$ cat config.mk
export PLATFORM = sky130hd
export DESIGN_NAME = fbscan_top
export DESIGN_NICKNAME = d
export VERILOG_FILES = /design/src/rtl/fbscan_pkg.sv /design/src/rtl/fbscan_regs.sv /design/src/rtl/fbscan_timing.sv /design/src/rtl/fbscan_fetch.sv /design/src/rtl/fbscan_top.sv
export SDC_FILE = /design/constraint.sdc
export NUM_CORES = 1
export LEC_CHECK = 0
export BUFFER_PORTS_ARGS = -buffer_cell sky130_fd_sc_hd__buf_2
export CAP_MARGIN = 20
export CELL_PAD_IN_SITES_DETAIL_PLACEMENT = 1
export CELL_PAD_IN_SITES_GLOBAL_PLACEMENT = 1
export CORE_AREA = 2 2 107 109
export CTS_BUF_LIST = sky130_fd_sc_hd__clkbuf_8
export CTS_CLUSTER_DIAMETER = 80
export DETAILED_ROUTE_END_ITERATION = 6
export DIE_AREA = 0 0 109 111
export PLACE_DENSITY_LB_ADDON = 0.1
export SLEW_MARGIN = 20
export SYNTH_ARGS = -nofsm -noshare
export SYNTH_HDL_FRONTEND = slang
export SYNTH_SLANG_ARGS = --single-unit
$ cat constraint.sdc
create_clock -name clk -period 4.57 [get_ports clk]
set_input_delay 0.457 -clock clk [delete_from_list [all_inputs] [get_ports clk]]
set_output_delay 0.457 -clock clk [all_outputs]
set_load 0.02 [all_outputs]
$ cat src/rtl/fbscan_pkg.sv
package fbscan_pkg;

  // One entry of the delay line that keeps video timing aligned with memory data
  typedef struct packed {
    logic de;
    logic hs_n;
    logic vs_n;
    logic rd;
  } scan_tag_t;

  localparam scan_tag_t TAG_IDLE = '{de: 1'b0, hs_n: 1'b1, vs_n: 1'b1, rd: 1'b0};

endpackage

$ cat src/rtl/fbscan_regs.sv
module fbscan_regs #(
  parameter int DW   = 32,
  parameter int KEEP = 11
) (
  input  logic            clk,
  input  logic            rst_n,
  input  logic            wr,
  input  logic            idx,
  input  logic [DW-1:0]   wdata,
  output logic [DW-1:0]   rdata,
  input  logic            frame_end,
  output logic            en_live,
  output logic            rot_sh,
  output logic [KEEP-1:0] base_sh
);

  logic [KEEP-1:0] base_q, base_d;
  logic            en_q, en_d;
  logic            rot_q, rot_d;
  logic            unused_wdata;

  assign unused_wdata = ^wdata[DW-KEEP-1:2];

  always_comb begin
    base_d = base_q;
    en_d   = en_q;
    rot_d  = rot_q;
    if (wr && !idx) base_d = wdata[DW-1 -: KEEP];
    if (wr && idx) begin
      en_d  = wdata[0];
      rot_d = wdata[1];
    end
  end

  always_ff @(posedge clk or negedge rst_n) begin
    if (!rst_n) begin
      base_q <= '0;
      en_q   <= 1'b0;
      rot_q  <= 1'b0;
    end else if (wr) begin
      base_q <= base_d;
      en_q   <= en_d;
      rot_q  <= rot_d;
    end
  end

  // working copies, loaded only on the last clock of a frame
  always_ff @(posedge clk or negedge rst_n) begin
    if (!rst_n) begin
      base_sh <= '0;
      rot_sh  <= 1'b0;
    end else if (frame_end) begin
      base_sh <= base_q;
      rot_sh  <= rot_q;
    end
  end

  assign en_live = en_q;
  assign rdata   = idx ? {{(DW-2){1'b0}}, rot_q, en_q}
                       : {base_q, {(DW-KEEP){1'b0}}};

endmodule

$ cat src/rtl/fbscan_timing.sv
module fbscan_timing #(
  parameter int HA  = 640,
  parameter int HFP = 16,
  parameter int HS  = 96,
  parameter int HB  = 48,
  parameter int VA  = 480,
  parameter int VFP = 10,
  parameter int VS  = 2,
  parameter int VB  = 33,
  localparam int HT = HA + HFP + HS + HB,
  localparam int VT = VA + VFP + VS + VB,
  localparam int HW = $clog2(HT),
  localparam int VW = $clog2(VT)
) (
  input  logic          clk,
  input  logic          rst_n,
  output logic [HW-1:0] hc,
  output logic [VW-1:0] vc,
  output logic          vis,
  output logic          hs_n,
  output logic          vs_n,
  output logic          frame_end
);

  localparam logic [HW-1:0] H_LAST = HW'(HT - 1);
  localparam logic [HW-1:0] H_VIS  = HW'(HA);
  localparam logic [HW-1:0] H_S0   = HW'(HA + HFP);
  localparam logic [HW-1:0] H_S1   = HW'(HA + HFP + HS);
  localparam logic [VW-1:0] V_LAST = VW'(VT - 1);
  localparam logic [VW-1:0] V_VIS  = VW'(VA);
  localparam logic [VW-1:0] V_S0   = VW'(VA + VFP);
  localparam logic [VW-1:0] V_S1   = VW'(VA + VFP + VS);

  logic [HW-1:0] hc_d;
  logic [VW-1:0] vc_d;
  logic          line_end;

  assign line_end = (hc == H_LAST);

  always_comb begin
    hc_d = line_end ? '0 : hc + 1'b1;
    vc_d = (vc == V_LAST) ? '0 : vc + 1'b1;
  end

  always_ff @(posedge clk or negedge rst_n) begin
    if (!rst_n) hc <= '0;
    else        hc <= hc_d;
  end

  always_ff @(posedge clk or negedge rst_n) begin
    if (!rst_n)        vc <= '0;
    else if (line_end) vc <= vc_d;
  end

  assign vis       = (hc < H_VIS) && (vc < V_VIS);
  assign hs_n      = !((hc >= H_S0) && (hc < H_S1));
  assign vs_n      = !((vc >= V_S0) && (vc < V_S1));
  assign frame_end = line_end && (vc == V_LAST);

endmodule

$ cat src/rtl/fbscan_fetch.sv
module fbscan_fetch #(
  parameter int HA    = 640,
  parameter int VA    = 480,
  parameter int HW    = 10,
  parameter int VW    = 10,
  parameter int KEEP  = 11,
  parameter int PITCH = 10,
  parameter int MAW   = 30
) (
  input  logic            vis,
  input  logic            en,
  input  logic            rot,
  input  logic [KEEP-1:0] base_hi,
  input  logic [HW-1:0]   hc,
  input  logic [VW-1:0]   vc,
  output logic            mem_rd,
  output logic [MAW-1:0]  mem_addr
);

  localparam logic [MAW-1:0] ROW_TOP = MAW'(VA - 1);
  localparam logic [MAW-1:0] COL_TOP = MAW'(HA - 1);

  logic [MAW-1:0] row_w, col_w, row_e, col_e, base_w;

  always_comb begin
    row_w  = MAW'(vc);
    col_w  = MAW'(hc);
    row_e  = rot ? (ROW_TOP - row_w) : row_w;
    col_e  = rot ? (COL_TOP - col_w) : col_w;
    base_w = {base_hi, {(MAW-KEEP){1'b0}}};
  end

  assign mem_addr = base_w + (row_e << PITCH) + col_e;
  assign mem_rd   = vis && en;

endmodule

$ cat src/rtl/fbscan_top.sv
module fbscan_top #(
  parameter int HA     = 640,
  parameter int HFP    = 16,
  parameter int HS     = 96,
  parameter int HB     = 48,
  parameter int VA     = 480,
  parameter int VFP    = 10,
  parameter int VS     = 2,
  parameter int VB     = 33,
  parameter int RD_LAT = 2,
  parameter int KEEP   = 11,
  parameter int PITCH  = 10,
  localparam int DW    = 32,
  localparam int MAW   = DW - 2,
  localparam int HW    = $clog2(HA + HFP + HS + HB),
  localparam int VW    = $clog2(VA + VFP + VS + VB)
) (
  input  logic           clk,
  input  logic           rst_n,
  input  logic           reg_wr,
  input  logic           reg_idx,
  input  logic [DW-1:0]  reg_wdata,
  output logic [DW-1:0]  reg_rdata,
  output logic           mem_rd,
  output logic [MAW-1:0] mem_addr,
  input  logic [DW-1:0]  mem_rdata,
  output logic [7:0]     pix_r,
  output logic [7:0]     pix_g,
  output logic [7:0]     pix_b,
  output logic           pix_de,
  output logic           hsync_n,
  output logic           vsync_n
);
  import fbscan_pkg::*;

  logic            en_live, rot_sh, frame_end;
  logic [KEEP-1:0] base_sh;
  logic [HW-1:0]   hc;
  logic [VW-1:0]   vc;
  logic            vis, hs_raw, vs_raw;
  scan_tag_t       head;
  scan_tag_t       stg_q [RD_LAT];
  scan_tag_t       tail;
  logic            unused_pad;

  fbscan_regs #(.DW(DW), .KEEP(KEEP)) u_regs (
    .clk(clk), .rst_n(rst_n), .wr(reg_wr), .idx(reg_idx),
    .wdata(reg_wdata), .rdata(reg_rdata), .frame_end(frame_end),
    .en_live(en_live), .rot_sh(rot_sh), .base_sh(base_sh)
  );

  fbscan_timing #(
    .HA(HA), .HFP(HFP), .HS(HS), .HB(HB),
    .VA(VA), .VFP(VFP), .VS(VS), .VB(VB)
  ) u_tim (
    .clk(clk), .rst_n(rst_n), .hc(hc), .vc(vc), .vis(vis),
    .hs_n(hs_raw), .vs_n(vs_raw), .frame_end(frame_end)
  );

  fbscan_fetch #(
    .HA(HA), .VA(VA), .HW(HW), .VW(VW),
    .KEEP(KEEP), .PITCH(PITCH), .MAW(MAW)
  ) u_fetch (
    .vis(vis), .en(en_live), .rot(rot_sh), .base_hi(base_sh),
    .hc(hc), .vc(vc), .mem_rd(mem_rd), .mem_addr(mem_addr)
  );

  assign head = '{de: vis, hs_n: hs_raw, vs_n: vs_raw, rd: mem_rd};

  // timing travels alongside the memory pipeline
  always_ff @(posedge clk or negedge rst_n) begin
    if (!rst_n) begin
      for (int i = 0; i < RD_LAT; i++) stg_q[i] <= TAG_IDLE;
    end else begin
      stg_q[0] <= head;
      for (int i = 1; i < RD_LAT; i++) stg_q[i] <= stg_q[i-1];
    end
  end

  assign tail       = stg_q[RD_LAT-1];
  assign unused_pad = ^mem_rdata[DW-1:24];

  assign pix_de  = tail.de;
  assign hsync_n = tail.hs_n;
  assign vsync_n = tail.vs_n;
  assign pix_r   = tail.rd ? mem_rdata[23:16] : 8'd0;
  assign pix_g   = tail.rd ? mem_rdata[15:8]  : 8'd0;
  assign pix_b   = tail.rd ? mem_rdata[7:0]   : 8'd0;

endmodule

Word-level counts from Yosys, hierarchy flattened
Cells that the tools add are included. W data, S select, Z words.

Add/sub/neg operators: 6. Magnitude comparators: 6. Muxes and demuxes: 8. Equal/unequal tests: 2. Reductions and logical operators: 12.

Operators with widths (number): $add A30 B30 Y30 (2); $mux W32 (1); $mux W30 (1); $mux W8 (3); $add A10 B1 Y10 const B (2); $eq A10 B10 Y1 const B (2); $lt A10 B10 Y1 const B (2); $lt A10 B9 Y1 const B (2); $mux W10 (2); $mux W20 (1); $sub A10 B10 Y11 const A (1); $sub A9 B10 Y11 const A (1); $ge A10 B10 Y1 const B (1); $ge A10 B9 Y1 const B (1); $logic_and A1 B1 Y1 (7); $reduce_and A2 Y1 (2); $logic_not A1 Y1 (3).

Register bits: 53. Input port bits: 68.

Depth between registers and ports, before layout
Gate-level depths: netlist of run 1.

Depth after elaboration: 4. Mapped depth: 12. Gate-level depth less buffers: 12.

Cells and area by module
From an unflattened synthesis of run 1, not the netlist that was laid out.

Cell total of the unflattened synthesis: 415. Area, all modules: 4212.8 µm².

By module, submodules not included: fbscan_fetch (area an instance 1506.4 µm², cells an instance 183, times used 1); fbscan_regs (area an instance 1212.4 µm², cells an instance 88, times used 1); fbscan_timing (area an instance 1093.5 µm², cells an instance 110, times used 1); fbscan_top (area an instance 400.4 µm², cells an instance 34, times used 1).

Least setup slack after synthesis of run 1
OpenSTA, ideal clock, no wires.

Kind: flip-flop to output port. Start point: register u_tim.hc[7]. End point: output mem_addr[27]. Required time: 4.113 ns. Path slack: 0.379 ns. Arrival time: 3.734 ns. Stages on the path, launching flop included: 13. Cells stage by stage: dfrtp_1 > o21a_1 > nand2_1 > inv_1 > ha_1 > ha_1 > fa_1 > a21o_1 > a221o_1 > a2111oi_0 > nor2_1 > o41ai_2 > xnor2_1.

Word-level cells in the longest chain between the ends: 3.

RTL lines: start: declaration (RTL line fbscan_timing.sv:17) `output logic [HW-1:0] hc,`; start signal: assignment (RTL line fbscan_timing.sv:46) `if (!rst_n) hc <= '0;`; start signal: assignment (RTL line fbscan_timing.sv:47) `else hc <= hc_d;`; $sub A10 B10 Y11 (RTL line fbscan_fetch.sv:29) `col_e = rot ? (COL_TOP - col_w) : col_w;`; $mux W30 (*) (RTL line fbscan_fetch.sv:29); $add A30 B30 Y30 (*) (RTL line fbscan_fetch.sv:33) `assign mem_addr = base_w + (row_e << PITCH) + col_e;`; end: declaration (RTL line fbscan_top.sv:25) `output logic [MAW-1:0] mem_addr,`.

Every way passes the cells marked *; elsewhere a longest branch is shown, timed or not.

Final worst setup path of run 1
Start point: register u_tim.hc[8]. End point: output mem_addr[27].

The elaborated chain is that of the path after synthesis.

==> results of run 1 <==
==> synthesized netlist by cell type, types with 6 or more instances <==
| cell | number | area [µm²] |
|---|---|---|
| a21o_1 | 6 | 45.0 |
| a21oi_1 | 16 | 80.1 |
| and2_1 | 28 | 175 |
| buf_4 | 21 | 158 |
| clkbuf_1 | 6 | 22.5 |
| dfrtp_1 | 49 | 1230 |
| fa_1 | 11 | 220 |
| ha_1 | 34 | 425 |
| inv_1 | 14 | 52.6 |
| mux2_2 | 17 | 191 |
| mux2_4 | 7 | 105 |
| nand2_1 | 23 | 86.3 |
| nand3_1 | 13 | 65.1 |
| nand4_1 | 7 | 43.8 |
| nor2_1 | 26 | 97.6 |
| nor2b_1 | 17 | 106 |
| o21ai_0 | 17 | 85.1 |
| xnor2_1 | 21 | 184 |
| xor2_1 | 24 | 210 |
==> power groups by stage <==
stage	clock (mW)	sequential [mW]	combinational [mW]
2_1_floorplan	0	0.507	0.121
3_5_place_dp	0	0.518	0.168
6_report	0.266	0.508	0.165
3_3_place_gp	0	0.516	0.167
5_1_grt	0.303	0.513	0.180
4_1_cts	0.281	0.508	0.169
==> per-layer routing <==
layer,GRT usage [%],wire length (µm),vias to the layer above,part of all wire (%)
met5,0,0,-,0
met2,28.7,4750,52,51
met4,2.82,55,0,0.59
met1,20.9,4180,1549,45
met3,1.65,262,5,2.8
li1,-,-,1587,-
==> what timing repair did <==
action / 4_1_cts / 5_1_grt
resized for setup: 0 / 6
setup buffers: 0 / 0
setup endpoints to repair: 0 / 3
==> how the worst max path moves through the flow <==
stage	from	to	slack [ns]	cells after the start
6_report	u_tim.hc[8]$_DFF_PN0_	mem_addr[27]	0.25	13
3_5_place_dp	u_tim.hc[9]$_DFF_PN0_	mem_addr[27]	0.42	13
2_1_floorplan	u_tim.hc[7]$_DFF_PN0_	mem_addr[27]	0.38	12
4_1_cts	u_tim.hc[9]$_DFF_PN0_	mem_addr[27]	0.03	13
3_3_place_gp	u_tim.hc[9]$_DFF_PN0_	mem_addr[27]	0.37	13
5_1_grt	u_tim.hc[8]$_DFF_PN0_	mem_addr[27]	0.003	13
==> registers in the layout, indices dropped and copies added, names as in the netlist <==
| signal | cells |
|---|---|
| u_tim.hc | 10 |
| u_regs.base_sh | 11 |
| u_regs.rot_sh | 1 |
| u_regs.base_q | 11 |
| hsync_n | 1 |
| pix_de | 1 |
| u_regs.rot_q | 1 |
| u_tim.vc | 10 |
| u_regs.en_live | 1 |
| vsync_n | 1 |
| stg_q | 5 |
==> per-stage QoR <==
step	hold WS [ns]	utilization (%)
floorplan	0.161	-
finish	0.255	43.6
global placement	0.334	42.6
global route	0.315	43.6
CTS	0.296	43.4
detailed placement	0.342	42.6
==> critical path, cell delays in order, from the launching register on <==
cell and delay, ns:
dfrtp_1 0.45, o21a_1 0.23, nand2_1 0.19, inv_2 0.10, ha_1 0.31, ha_1 0.22
fa_1 0.41, a21o_1 0.21, a221o_1 0.38, a2111oi_2 0.31, nor2_1 0.14, o41ai_2 0.24
xnor2_1 0.16, buf_2 0.19
==> final cells by class <==
| class | instances | share of cell area [%] |
|---|---|---|
| Timing Repair Buffer | 117 | 12.5 |
| Tap cell | 143 | 3.71 |
| Clock inverter | 3 | 0.441 |
| Clock buffer | 5 | 1.43 |
| Multi-Input combinational cell | 330 | 53.2 |
| Inverter | 14 | 1.09 |
| Sequential cell | 53 | 27.6 |
==> cells by family (layout without fill, tap and decap cells) <==
family | after synthesis | after routing
flops | 53 | 53
fa+ha+maj | 45 | 45
other cells | 1 | 19
mux | 24 | 24
simple gates | 138 | 138
xor+xnor | 45 | 45
compound gates | 59 | 59
buf+inv | 47 | 139
==> results.json, run 1 <==
{
  "drc": 0,
  "die_h_um": 111,
  "worstReg2RegEnd": "u_tim.vc[9]$_DFFE_PN0N_",
  "cts_buffer_depth": 2,
  "async_flop_share_pct": 100,
  "overflow": 0,
  "synth_xor_area_share_pct": 9.62,
  "worstMarginPinSlew_ns": 0.965,
  "htree_levels": 2,
  "synthAdderAreaFrac_pct": 15.8,
  "skew_ns": 0.00806,
  "initial_core_util_pct": 37.0,
  "yosysSeqAreaShare_pct": 32.5,
  "dr.pass1.iters": 4,
  "die_area_um2": 12100,
  "status": "complete, no violations",
  "hold_buffers": 0,
  "cts_tree": "yes",
  "power.share.clock_pct": 28.4,
  "synth_top_family_by_area": "simple AND/OR/NAND/NOR gates",
  "critPathLaunchType": "flop",
  "portBuffers": 111,
  "avgViaCountPerCell": 4.80,
  "track_usage_pct": 16.1,
  "syn_to_final_growth_pct": 17.7,
  "ys_types": 54,
  "slew_headroom_pct": 35.5,
  "p_leak_nw": 2.64,
  "synthSimpleGateAreaFrac_pct": 18.7,
  "dp_cells": 657,
  "rsz0062_at_grt": "no",
  "clkLatencyLatePin_ns": 0.30,
  "yosysWarnings": 0,
  "wire_per_inst_um": 13.9,
  "fin_area_um2": 4820,
  "drive_gt1_share_pct": 31.2,
  "ant_nets": 0,
  "worstPathArrival_ns": 3.86,
  "antenna_cells": 0,
  "slew_violations": 0,
  "max-vdd-ir-drop_mv": 0.147,
  "reg2regPathDepth": 7,
  "core_um2": 11100,
  "hp-class": "input port to async pin",
  "register_area_um2": 1330,
  "finalHoldViolCount": 0,
  "synthMuxAreaShare_pct": 7.24,
  "p_sw_mw": 0.275,
  "final_cell_mix": "111 x buf_2, 48 x dfrtp_1, 34 x ha_1",
  "power_mw": 0.940,
  "synthFlopType": "dfrtp_1",
  "synth_edf_count": 0,
  "p_sw_share_pct": 29.3,
  "finalSetupViolations": 0,
  "fill_cells": 1333,
  "io_pins": 158,
  "dr.first_iter.drc_count": 109,
  "first_global_vias": 3373,
  "cts_buffers": 5,
  "nNetsFinal": 634,
  "combPwrFrac_pct": 17.6,
  "cp_max_fo": 6,
  "grt_pass1_wl_mm": 16.0,
  "finalNonFillerCells": 665,
  "min_period_over_period_pct": 94.5,
  "grt_max_degree": 54,
  "p_per_area_nw_per_um2": 195,
  "rows": 39,
  "synth-compound-area-share_pct": 9.34,
  "clk_pin_slew_ns": 0.10,
  "dp_hpwl_mm": 7.48,
  "post-place-ws_ns": 0.416,
  "required_ns": 4.11,
  "final_common_cell": "buf_2",
  "cp-end-kind": "output port",
  "worst_slack_ns": 0.251,
  "p_int_mw": 0.664,
  "gp_congestion": 0.818,
  "vias": 3193,
  "synth_seq_cells": 53,
  "multi_input_area_um2": 2570,
  "tns_ns": 0,
  "reg2reg_slack_ns": 2.06,
  "min_period_ns": 4.32,
  "totalWireLength_mm": 9.25,
  "p_seq_share_pct": 54.0,
  "max_freq_mhz": 232,
  "synth_area_um2": 4100,
  "chipWidth_um": 109,
  "clock_sinks": 53,
  "dpl-instance-area_um2": 4720,
  "root_buffer": "clkbuf_8",
  "antenna_found_initial": 0,
  "crit_type": "flop to output port",
  "synth_cells": 412,
  "reg2reg_from": "u_tim.hc[0]$_DFF_PN0_",
  "cap_viol_max_count": 0,
  "synth.avg_cell_area_um2": 9.95
}
No activity file was read; power rests on OpenSTA's default activity.
==> run 2, diff against run 1 <==
--- a/config.mk
+++ b/config.mk
@@ -11,7 +11,7 @@
 export CELL_PAD_IN_SITES_GLOBAL_PLACEMENT = 1
 export CORE_AREA = 2 2 107 109
 export CTS_BUF_LIST = sky130_fd_sc_hd__clkbuf_8
-export CTS_CLUSTER_DIAMETER = 80
+export CTS_CLUSTER_DIAMETER = 150
 export DETAILED_ROUTE_END_ITERATION = 6
 export DIE_AREA = 0 0 109 111
 export PLACE_DENSITY_LB_ADDON = 0.1
==> constraint.sdc (replaced) <==
create_clock -name clk -period 4.57 [get_ports clk]
set_input_delay 0.2285 -clock clk [delete_from_list [all_inputs] [get_ports clk]]
set_output_delay 0.2285 -clock clk [all_outputs]
set_load 0.02 [all_outputs]
==> results.json, run 2 (synthesis gave the netlist of run 1 again) <==
{
  "status": "complete, no violations",
  "avgViaCountPerCell": 4.81,
  "p_per_area_nw_per_um2": 197,
  "grt_max_degree": 54,
  "p_leak_nw": 2.63,
  "min_period_over_period_pct": 93.4,
  "first_global_vias": 3335,
  "p_seq_share_pct": 53.5,
  "reg2reg_from": "u_tim.hc[0]$_DFF_PN0_",
  "max-vdd-ir-drop_mv": 0.132,
  "initial_core_util_pct": 37.0,
  "dp_hpwl_mm": 7.52,
  "cp-end-kind": "output port",
  "p_sw_share_pct": 29.7,
  "die_h_um": 111,
  "reg2regPathDepth": 7,
  "rows": 39,
  "ant_nets": 0,
  "worstReg2RegEnd": "u_tim.vc[9]$_DFFE_PN0N_",
  "finalHoldViolCount": 0,
  "dr.pass1.iters": 4,
  "post-cts-setup-buffers": 0,
  "hold_buffers": 0,
  "post-place-ws_ns": 0.528,
  "portBuffers": 111,
  "finalSetupViolations": 0,
  "cts_tree": "yes",
  "worst_slack_ns": 0.302,
  "combPwrFrac_pct": 17.6,
  "root_buffer": "clkbuf_8",
  "slew_violations": 0,
  "required_ns": 4.34,
  "worstPathArrival_ns": 4.04,
  "tns_ns": 0,
  "rsz0062_at_grt": "no",
  "final_common_cell": "buf_2",
  "io_pins": 158,
  "min_period_ns": 4.27,
  "critPathLaunch": "u_tim.hc[7]$_DFF_PN0_",
  "clk_pin_slew_ns": 0.11,
  "cts_buffer_depth": 2,
  "antenna_cells": 0,
  "htree_levels": 2,
  "skew_ns": 0.0118,
  "die_area_um2": 12100,
  "drive_gt1_share_pct": 30.6,
  "track_usage_pct": 16.3,
  "final_cell_mix": "111 x buf_2, 48 x dfrtp_1, 34 x ha_1",
  "power_mw": 0.947,
  "cap_viol_max_count": 0,
  "core_um2": 11100,
  "syn_to_final_growth_pct": 17.3,
  "fill_cells": 1318,
  "critPathLaunchType": "flop",
  "worstSetupEndpoint": "mem_addr[27]",
  "dr.first_iter.drc_count": 89,
  "clock_sinks": 53,
  "totalWireLength_mm": 9.29,
  "dp_cells": 655,
  "wire_per_inst_um": 14.0,
  "drc": 0,
  "chipWidth_um": 109,
  "worstMarginPinSlew_ns": 0.977,
  "cp_max_fo": 9,
  "cts_buffers": 5,
  "reg2reg_slack_ns": 1.98,
  "nNetsFinal": 632,
  "crit_type": "flop to output port",
  "clkLatencyLatePin_ns": 0.31,
  "power.share.clock_pct": 28.9,
  "vias": 3186,
  "slew_headroom_pct": 34.8,
  "finalNonFillerCells": 663,
  "grt_pass1_wl_mm": 16.2,
  "overflow": 0,
  "p_sw_mw": 0.281,
  "p_int_mw": 0.666,
  "antenna_found_initial": 0,
  "gp_congestion": 0.788,
  "whs_ns": 0.0355,
  "reg_top3": "u_regs.base_q: 11 flops, u_regs.base_sh: 11 flops",
  "hp-class": "input port to async pin",
  "max_freq_mhz": 234
}
run 2: changes by cell type in the layout (fill, tap and decap cells not counted), sizes merged:
cell	previous run	this run
buf	117	115
run 2: worst min-delay path by stage:
| stage | from | endpoint | slack (ns) |
|---|---|---|---|
| 3_3_place_gp | stg_q[4]$_DFF_PN0_ | stg_q[0]$_DFF_PN0_ | 0.33 |
| 2_1_floorplan | rst_n | pix_de$_DFF_PN0_ | -0.07 |
| 5_1_grt | rst_n | u_tim.vc[2]$_DFFE_PN0N_ | 0.09 |
| 6_report | rst_n | u_tim.vc[2]$_DFFE_PN0N_ | 0.04 |
| 4_1_cts | rst_n | u_tim.hc[7]$_DFF_PN0_ | 0.07 |
| 3_5_place_dp | stg_q[4]$_DFF_PN0_ | stg_q[0]$_DFF_PN0_ | 0.34 |
run 2: critical path, stage by stage, from the launching register on:
cell	delay, ns
dfrtp_2	0.49
o21a_1	0.21
nand2_1	0.17
inv_1	0.16
ha_1	0.32
ha_1	0.22
fa_1	0.42
a21o_1	0.22
a221o_1	0.37
a2111oi_1	0.38
nor2_1	0.17
o41ai_2	0.25
xnor2_1	0.16
buf_2	0.19
run 2: power groups by stage:
stage	sequential, mW	clock (mW)	combinational, mW
final	0.507	0.274	0.166
after global routing	0.513	0.308	0.182
after CTS	0.508	0.286	0.169
after detailed placement	0.517	0	0.169
after global placement	0.516	0	0.166
after floorplan	0.507	0	0.121
run 2: per-layer routing:
metal / share of wire, % / routed length (µm) / up-vias / global-route usage [%]
met5: 0 / 0 / - / 0
li1: - / - / 1583 / -
met1: 46 / 4270 / 1544 / 21.7
met2: 50 / 4660 / 52 / 28.4
met3: 2.9 / 272 / 7 / 1.82
met4: 0.94 / 87 / 0 / 3.16
run 2: timing repair:
item	in CTS	in global routing
endpoints found under the hold margin	0	0
setup endpoints to repair	0	2
gates resized for setup	0	4
run 2: layout make-up:
cell class | count | area, µm² | area share (%)
Sequential cell | 53 | 1330 | 27.7
Timing Repair Buffer | 115 | 589 | 12.3
Inverter | 14 | 52.6 | 1.09
Clock buffer | 5 | 68.8 | 1.43
Clock inverter | 3 | 25.0 | 0.520
Tap cell | 143 | 179 | 3.72
Multi-Input combinational cell | 330 | 2560 | 53.3
run 2: per-stage QoR:
step,utilization [%],instance area [µm²]
2_1_floorplan,-,4170
3_3_place_gp,42.5,4710
3_5_place_dp,42.5,4710
4_1_cts,43.3,4800
5_1_grt,43.4,4810
6_report,43.4,4810
